==> config.mk <==
export PLATFORM = sky130hd
export DESIGN_NAME = coll_jab_guard
export DESIGN_NICKNAME = d
export VERILOG_FILES = /design/src/rtl/coll_jab_pkg.sv /design/src/rtl/coll_jab_dp.sv /design/src/rtl/coll_jab_ctrl.sv /design/src/rtl/coll_jab_guard.sv
export SDC_FILE = /design/constraint.sdc
export NUM_CORES = 1
export LEC_CHECK = 0
export CORE_ASPECT_RATIO = 1.5
export CORE_MARGIN = 10
export CORE_UTILIZATION = 49
export DETAILED_ROUTE_END_ITERATION = 8
export PLACE_DENSITY = 0.65
export SYNTH_ARGS = -nofsm -noshare
export SYNTH_HDL_FRONTEND = slang
export SYNTH_SLANG_ARGS = --single-unit
export TNS_END_PERCENT = 10
==> constraint.sdc <==
create_clock -name clk -period 2.3 [get_ports clk]
set_clock_uncertainty 0.15 [all_clocks]
set_input_delay 0.345 -clock clk [delete_from_list [all_inputs] [get_ports clk]]
set_output_delay 0.345 -clock clk [all_outputs]
set_load 0.02 [all_outputs]
==> src/rtl/coll_jab_pkg.sv <==
package coll_jab_pkg;

  typedef enum logic {
    GUARD_ARMED  = 1'b0,
    GUARD_JABBED = 1'b1
  } guardState_t;

  // Strobes issued by the control to the counter datapath.
  typedef struct packed {
    logic runInc;    // count one more edge of transmit activity
    logic runClr;    // restart the transmit run length
    logic idleInc;   // count one more idle edge while jabbed
    logic idleClr;   // restart the idle run length
    logic tailLoad;  // overlap just ended: load the tail length
    logic tailStep;  // a bit time passed
    logic tailClr;   // drop any pending tail
  } ctlStrobes_t;

endpackage

==> src/rtl/coll_jab_dp.sv <==
module coll_jab_dp
  import coll_jab_pkg::*;
#(
  parameter int JAB_LIMIT   = 1_500_000,
  parameter int UNJAB_LIMIT = 25_000_000,
  parameter int TAIL_BITS   = 2
) (
  input  logic        clk,
  input  logic        rstN,
  input  ctlStrobes_t strb,
  output logic        runAtLimit,
  output logic        idleAtLimit,
  output logic        tailBusy
);

  localparam int RUN_W  = (JAB_LIMIT   > 2) ? $clog2(JAB_LIMIT)   : 1;
  localparam int IDLE_W = (UNJAB_LIMIT > 2) ? $clog2(UNJAB_LIMIT) : 1;
  localparam logic [RUN_W-1:0]  RUN_LAST  = RUN_W'(JAB_LIMIT - 1);
  localparam logic [IDLE_W-1:0] IDLE_LAST = IDLE_W'(UNJAB_LIMIT - 1);

  logic [RUN_W-1:0]  runCnt;
  logic [IDLE_W-1:0] idleCnt;

  // Length of the current unbroken transmit burst, in clock edges.
  always_ff @(posedge clk) begin
    if (!rstN || strb.runClr) runCnt <= '0;
    else if (strb.runInc && runCnt != RUN_LAST) runCnt <= runCnt + 1'b1;
  end

  // Length of the current unbroken idle period while jabbed.
  always_ff @(posedge clk) begin
    if (!rstN || strb.idleClr) idleCnt <= '0;
    else if (strb.idleInc && idleCnt != IDLE_LAST) idleCnt <= idleCnt + 1'b1;
  end

  assign runAtLimit  = (runCnt == RUN_LAST);
  assign idleAtLimit = (idleCnt == IDLE_LAST);

  generate
    if (TAIL_BITS > 0) begin : gTail
      localparam int TAIL_W = $clog2(TAIL_BITS + 1);
      logic [TAIL_W-1:0] tailCnt;
      always_ff @(posedge clk) begin
        if (!rstN || strb.tailClr) tailCnt <= '0;
        else if (strb.tailLoad) tailCnt <= TAIL_W'(TAIL_BITS);
        else if (strb.tailStep && tailCnt != '0) tailCnt <= tailCnt - 1'b1;
      end
      assign tailBusy = (tailCnt != '0);
    end else begin : gNoTail
      assign tailBusy = 1'b0;
    end
  endgenerate

endmodule

==> src/rtl/coll_jab_ctrl.sv <==
module coll_jab_ctrl
  import coll_jab_pkg::*;
(
  input  logic        clk,
  input  logic        rstN,
  input  logic        txActive,
  input  logic        rxActive,
  input  logic        linkPass,
  input  logic        bitTick,
  input  logic        jabClear,
  input  logic        runAtLimit,
  input  logic        idleAtLimit,
  input  logic        tailBusy,
  output ctlStrobes_t strb,
  output logic        collision,
  output logic        txEnable,
  output logic        jabberFlag
);

  guardState_t state, stateNext;
  logic overlapQ, linkQ, flagQ;
  logic overlapNow, jabEnter, jabExit;

  assign overlapNow = linkPass && txActive && rxActive;
  assign jabEnter   = (state == GUARD_ARMED)  && txActive  && runAtLimit;
  assign jabExit    = (state == GUARD_JABBED) && !txActive && idleAtLimit;

  always_comb begin
    strb          = '0;
    stateNext     = state;
    strb.tailLoad = overlapQ && !overlapNow && linkPass;
    strb.tailClr  = !linkPass || overlapNow;
    strb.tailStep = bitTick;
    case (state)
      GUARD_ARMED: begin
        strb.runInc  = txActive;
        strb.runClr  = !txActive;
        strb.idleClr = 1'b1;
        if (jabEnter) stateNext = GUARD_JABBED;
      end
      GUARD_JABBED: begin
        strb.runClr  = 1'b1;
        strb.idleInc = !txActive;
        strb.idleClr = txActive;
        if (jabExit) stateNext = GUARD_ARMED;
      end
      default: stateNext = GUARD_ARMED;
    endcase
  end

  always_ff @(posedge clk) begin
    if (!rstN) begin
      state    <= GUARD_ARMED;
      overlapQ <= 1'b0;
      linkQ    <= 1'b0;
      flagQ    <= 1'b0;
    end else begin
      state    <= stateNext;
      overlapQ <= overlapNow;
      linkQ    <= linkPass;
      if (jabEnter)      flagQ <= 1'b1;
      else if (jabClear) flagQ <= 1'b0;
    end
  end

  assign collision  = linkQ && (overlapQ || tailBusy || (state == GUARD_JABBED));
  assign txEnable   = (state == GUARD_ARMED);
  assign jabberFlag = flagQ;

endmodule

==> src/rtl/coll_jab_guard.sv <==
module coll_jab_guard
  import coll_jab_pkg::*;
#(
  parameter int JAB_LIMIT   = 1_500_000,
  parameter int UNJAB_LIMIT = 25_000_000,
  parameter int TAIL_BITS   = 2
) (
  input  logic clk,
  input  logic rstN,
  input  logic txActive,
  input  logic rxActive,
  input  logic linkPass,
  input  logic bitTick,
  input  logic jabClear,
  output logic collision,
  output logic txEnable,
  output logic jabberFlag
);

  ctlStrobes_t strb;
  logic runAtLimit, idleAtLimit, tailBusy;

  coll_jab_ctrl ctrl_i (
    .clk(clk), .rstN(rstN),
    .txActive(txActive), .rxActive(rxActive), .linkPass(linkPass),
    .bitTick(bitTick), .jabClear(jabClear),
    .runAtLimit(runAtLimit), .idleAtLimit(idleAtLimit), .tailBusy(tailBusy),
    .strb(strb),
    .collision(collision), .txEnable(txEnable), .jabberFlag(jabberFlag)
  );

  coll_jab_dp #(
    .JAB_LIMIT(JAB_LIMIT), .UNJAB_LIMIT(UNJAB_LIMIT), .TAIL_BITS(TAIL_BITS)
  ) dp_i (
    .clk(clk), .rstN(rstN), .strb(strb),
    .runAtLimit(runAtLimit), .idleAtLimit(idleAtLimit), .tailBusy(tailBusy)
  );

endmodule

Word level (Yosys, flattened, before mapping)

Index checks and enable logic that the tools add are counted.

Flip-flop bits (word level): 52
Input bits: 7
Output and inout bits: 3
Word-level logic and storage cells: 53

$add $sub $neg: 3
Equality and inequality tests: 4
Mux-type cells: 11
Bitwise gates (word level): 1
Reduce and logical (&&, ||, !) cells: 26

Operator list:

| operator                                                           | number |
|---|---|
| 25-bit by 1-bit adder with 25-bit output, second input constant    | 1 |
| 25-bit == test, second input constant                              | 1 |
| 25-bit != test, second input constant                              | 1 |
| 21-bit by 1-bit adder with 21-bit output, second input constant    | 1 |
| 21-bit == test, second input constant                              | 1 |
| 21-bit != test, second input constant                              | 1 |
| 1-bit logical AND                                                  | 12 |
| 1-bit logical OR                                                   | 6 |
| 1-bit 2-to-1 mux                                                   | 6 |
| 1-bit case mux with 2 select lines                                 | 3 |
| 2-bit nonzero test                                                 | 3 |
| 1-bit logical NOT                                                  | 4 |
| 2-bit 2-to-1 mux                                                   | 2 |
| 2-bit OR reduction                                                 | 1 |
| 2-bit by 1-bit subtractor with 2-bit output, second input constant | 1 |
| 1-bit NOT                                                          | 1 |

Depth between registers and ports, before layout

Depth in word-level cells: 6
Mapped depth: 7

By module

From an unflattened synthesis, not the netlist that was laid out.

Cells, all modules: 302
Area, all modules: 2556.2 um2

Modules (own cells, without submodules):

| module        | instances | cells an instance | area an instance (um2) |
|---|---|---|---|
| coll_jab_dp   | 1         | 280               | 2366.0 |
| coll_jab_ctrl | 1         | 22                | 190.2 |

Worst setup path after synthesis

OpenSTA, ideal clock, no wires.

Path kind: register to register
Start: register dp_i.runCnt[0]
End: register dp_i.runCnt[8]
Library setup time: 0.115 ns
Data arrival time: 1.713 ns
Slack: 0.322 ns
Cell stages (with the launch flop): 8
Buffers on the path: 1
Cells stage by stage: dfxtp_1 ha_1 nand4_1 or4_4 o21ai_2 buf_6 nor4_1 o21a_1

Word-level cells in the longest chain between the ends: 2

Ends and longest elaborated chain:

| item                                                                             | RTL line          | text |
|---|---|---|
| start: declaration                                                               | coll_jab_dp.sv:21 | `logic [RUN_W-1:0] runCnt;` |
| start signal: assignment                                                         | coll_jab_dp.sv:27 | `else if (strb.runInc && runCnt != RUN_LAST) runCnt <= runCnt + 1'b1;` |
| branches (longest 2 deep; another with 21-bit by 1-bit adder with 21-bit output) | -                 |  |

Several ways; the timed one is not identified.
A chain may end at the register's enable or synchronous reset.

Worst setup path in the final report

Start: register dp_i.gTail.tailCnt[0]
End: output collision

Word-level cells in the longest chain between the ends: 4

Ends and longest elaborated chain:

| item                          | RTL line             | text |
|---|---|---|
| start: declaration            | coll_jab_dp.sv:42    | `logic [TAIL_W-1:0] tailCnt;` |
| start signal: assignment      | coll_jab_dp.sv:45    | `else if (strb.tailLoad) tailCnt <= TAIL_W'(TAIL_BITS);` |
| start signal: assignment      | coll_jab_dp.sv:46    | `else if (strb.tailStep && tailCnt != '0) tailCnt <= tailCnt - 1'b1;` |
| 2-bit nonzero test            | coll_jab_dp.sv:48    | `assign tailBusy = (tailCnt != '0);` |
| 1-bit logical OR (2 in a row) | coll_jab_ctrl.sv:66  | `assign collision = linkQ && (overlapQ \|\| tailBusy \|\| (state == GUARD_JABBED));` |
| 1-bit logical AND             | coll_jab_ctrl.sv:66  |  |
| end: declaration              | coll_jab_guard.sv:15 | `output logic collision,` |

No other way between the ends.

==> results.md <==
* Rows at 31
* Detailed Route Iter0 Violations at 89
* DR vias at 2091
* Largest net degree at the start of global routing at 16
* Largest stage delay, worst path at 0.63 ns
* Maximum VDD drop at 0.3309 mV
* Post-route core utilization at 0.5827
* Clk_lat worst skew at 0.31 ns
* Global-route usage over all layers at 0.1298
* First-pass GRT wire length at 9004 um
* Fin. max-slew vios at 0
* Multi-input logic area at 0.001331 mm^2
* Root Driver: clkbuf_8
* Maximum buffer depth of the clock tree at 2
* # nets final at 326
* CTS tree: yes
* CP bufs+invs at 2
* Fin crit share at 0.9610
* Worst-path clk slew at 0.09 ns
* Post-synth top area share at 0.4264
* Starting density of the core at 0.5035
* Die W at 77.63 um
* Slew headroom at 0.7153
* HP Start: ctrl_i.overlapQ$_SDFF_PN0_
* # Post-CTS Setup Buffers at 0
* Count leader, synth: dfxtp_1
* Fmax at 452.4 MHz
* Vias in the first global route at 2074
* Layout area overhead at 15.74%
* Min Tclk post-route at 2.210 ns
* Asr flop ratio synth at 0
* Post-cts sizing count at 0
* Detailed-placement wirelength estimate at 3964 um
* I/O pins at 10
* R2R Path Start: dp_i.runCnt[1]$_SDFFE_PP0P_
* Core ar. at 0.004848 mm^2
* # DRC at 0
* Mapped Area at 0.002441 mm^2
* PortBufs at 9
* GRT overflow at 0
* WHS at 0.3050 ns
* PwrDens at 580.2 mW/mm^2
* Crit end category: output port
* Leakage at 0.9147 nW
* Routed WL at 5139 um
* Largest delay share family, worst path: buffers and inverters
* R2r setup slk at 0.18 ns
* Share of cells above drive strength 1 at 0.1041
* Synth area leader: dfxtp_1
* Routed WL per cell at 13.42 um
* Cells after synthesis at 291
* Die area at 0.008263 mm^2
* Setup Crit Path Kind: flip-flop to output port
* Post-synthesis cell type count at 43
* RSZ-0062 raised after global routing: false
* RD Place Congestion at 0.8291
* Antenna violations before repair at 0
* Mean Syn Cell Area at 8.389 um^2
* Startpoint types: flip-flop
* Worst EP required at 1.80 ns
* Detail-routed via count per cell at 5.460
* Clk sinks at 52
* Final setup fails at 0
* Inserted Diodes at 0
* Final hold vios at 0
* Hold Crit Class: flip-flop to flip-flop
* Ranking of synthesized cells by area: dfxtp_1 43%, nor2_1 7.2%, xor2_1 7.2%, nand2_1 4.5%, xnor2_1 4.3%
* End of the worst hold path: dp_i.gTail.tailCnt[0]$_SDFFE_PP0P_
* Worst reg2reg path depth at 6
* Die height at 106.4 um
* Maxcap violations at 0
* Measured slew at the worst slew-check pin at 0.4270 ns
* Number of hold buffers added after cts at 0
* H-tree lvl count at 2
* Post-synth EDFFs at 0
* Critical R2R Capture: dp_i.runCnt[8]$_SDFFE_PP0P_
* Hold depth at 1
* Worst path arrival time at 1.72 ns
* Yosys warnings at 0
* Status: finished clean
* Critical path, cell by cell: inv_1 -> ha_1 -> a21boi_0 -> clkdlybuf4s50_1
* First-pass DRT Iterations at 4
* Crit-path slowest cell: clkdlybuf4s50_1
* CTS Buf Count at 5
* DRT antenna net count at 0
* Flops & latches, synth at 52
* Most used DFF post-synth: dfxtp_1
* Seq/Total Area, Yosys at 0.4264
* Storage cell area at 0.001041 mm^2
* CP Max Fanout at 2
* Synth top cells by count: 52 x dfxtp_1, 47 x nor2_1, 29 x nand2_1, 20 x xor2_1, 16 x nand3_1
* Syn Nets at 301
* Setup TNS at 0 ns
* # fillers at 479
==> state kept, by name, summed over array words and instances (netlist names) <==
register and flops:
ctrl_i.overlapQ 1, dp_i.runCnt 21, ctrl_i.state 1, ctrl_i.jabberFlag 1, dp_i.gTail.tailCnt 2, ctrl_i.linkQ 1, dp_i.idleCnt 25
==> worst max-delay path by stage <==
stage,from,end,slack (ns),depth (start not counted)
global route,dp_i.runCnt[1]$_SDFFE_PP0P_,dp_i.runCnt[7]$_SDFFE_PP0P_,0.01,6
global placement,txActive,dp_i.idleCnt[13]$_SDFFE_PP0P_,0.04,8
floorplan,dp_i.runCnt[0]$_SDFFE_PP0P_,dp_i.runCnt[8]$_SDFFE_PP0P_,0.32,7
finish,dp_i.gTail.tailCnt[0]$_SDFFE_PP0P_,collision,0.09,4
detailed placement,txActive,dp_i.idleCnt[13]$_SDFFE_PP0P_,0.001,8
CTS,dp_i.gTail.tailCnt[0]$_SDFFE_PP0P_,collision,0.05,4
==> cell type report <==
type | count | share of cell area
multi-input combinational | 223 | 0.4712
sequential | 52 | 0.3685
timing repair buffer | 25 | 0.07440
clock buffer | 7 | 0.03410
tap | 66 | 0.02923
inverter | 9 | 0.01196
clock inverter | 1 | 0.01063
==> cells in the final DEF, fill, tap and decap left out, types with 4 or more instances in the layout <==
master           instances
or4_1                    5
xnor2_1                 12
nand2_1                 29
o211ai_1                 7
nor4_1                   7
nor3_1                  12
buf_4                   16
a21oi_1                  6
xor2_1                  20
nor2_1                  47
nand4_1                 10
o21ai_0                  7
or3_1                    4
inv_1                    9
clkbuf_8                 7
nand3_1                 16
clkdlybuf4s50_1          9
dfxtp_1                 52
==> worst reg2reg max path: stages (launching register included) <==
cell and delay [ns]:
dfxtp_1 0.38, ha_1 0.19, nand4_1 0.14, or4_4 0.48
o21ai_2 0.40, nor4_1 0.10, o21a_1 0.18
==> stage by stage <==
stage | cells | total power, mW | setup WS [ns] | area [um^2]
2_1_floorplan | 291 | 0.9469 | 0.3222 | 2441
5_1_grt | 383 | 1.677 | 0.01031 | 2825
6_report | 383 | 1.639 | 0.08972 | 2825
4_1_cts | 383 | 1.654 | 0.04818 | 2825
3_5_place_dp | 375 | 0.9713 | 0.0009832 | 2699
3_3_place_gp | 375 | 0.9699 | 0.03649 | 2699
==> power by group <==
part	internal (mW)	total, mW	switching (mW)
combinational	0.0224	0.0455	0.0230
clock	0.384	0.689	0.305
sequential	0.903	0.905	0.00188
total	1.31	1.64	0.330
==> routing by layer <==
metal	share of wire	global-route usage	routed length [um]	up-vias
met4	0.027	0.06283	137	0
met1	0.39	0.1245	2000	989
met3	0.020	0.02277	104	10
met2	0.56	0.2545	2896	26
met5	0	0	0	-
li1	-	-	-	1066
==> cells by family after synthesis <==
logic type	share of synthesized area
xor+xnor	0.1148
fa+ha+maj	0.01538
compound gates	0.08149
mux	0.008201
simple gates	0.3255
flops	0.4264
buf+inv	0.02819
Note: power is estimated with default switching activity, not from simulation.
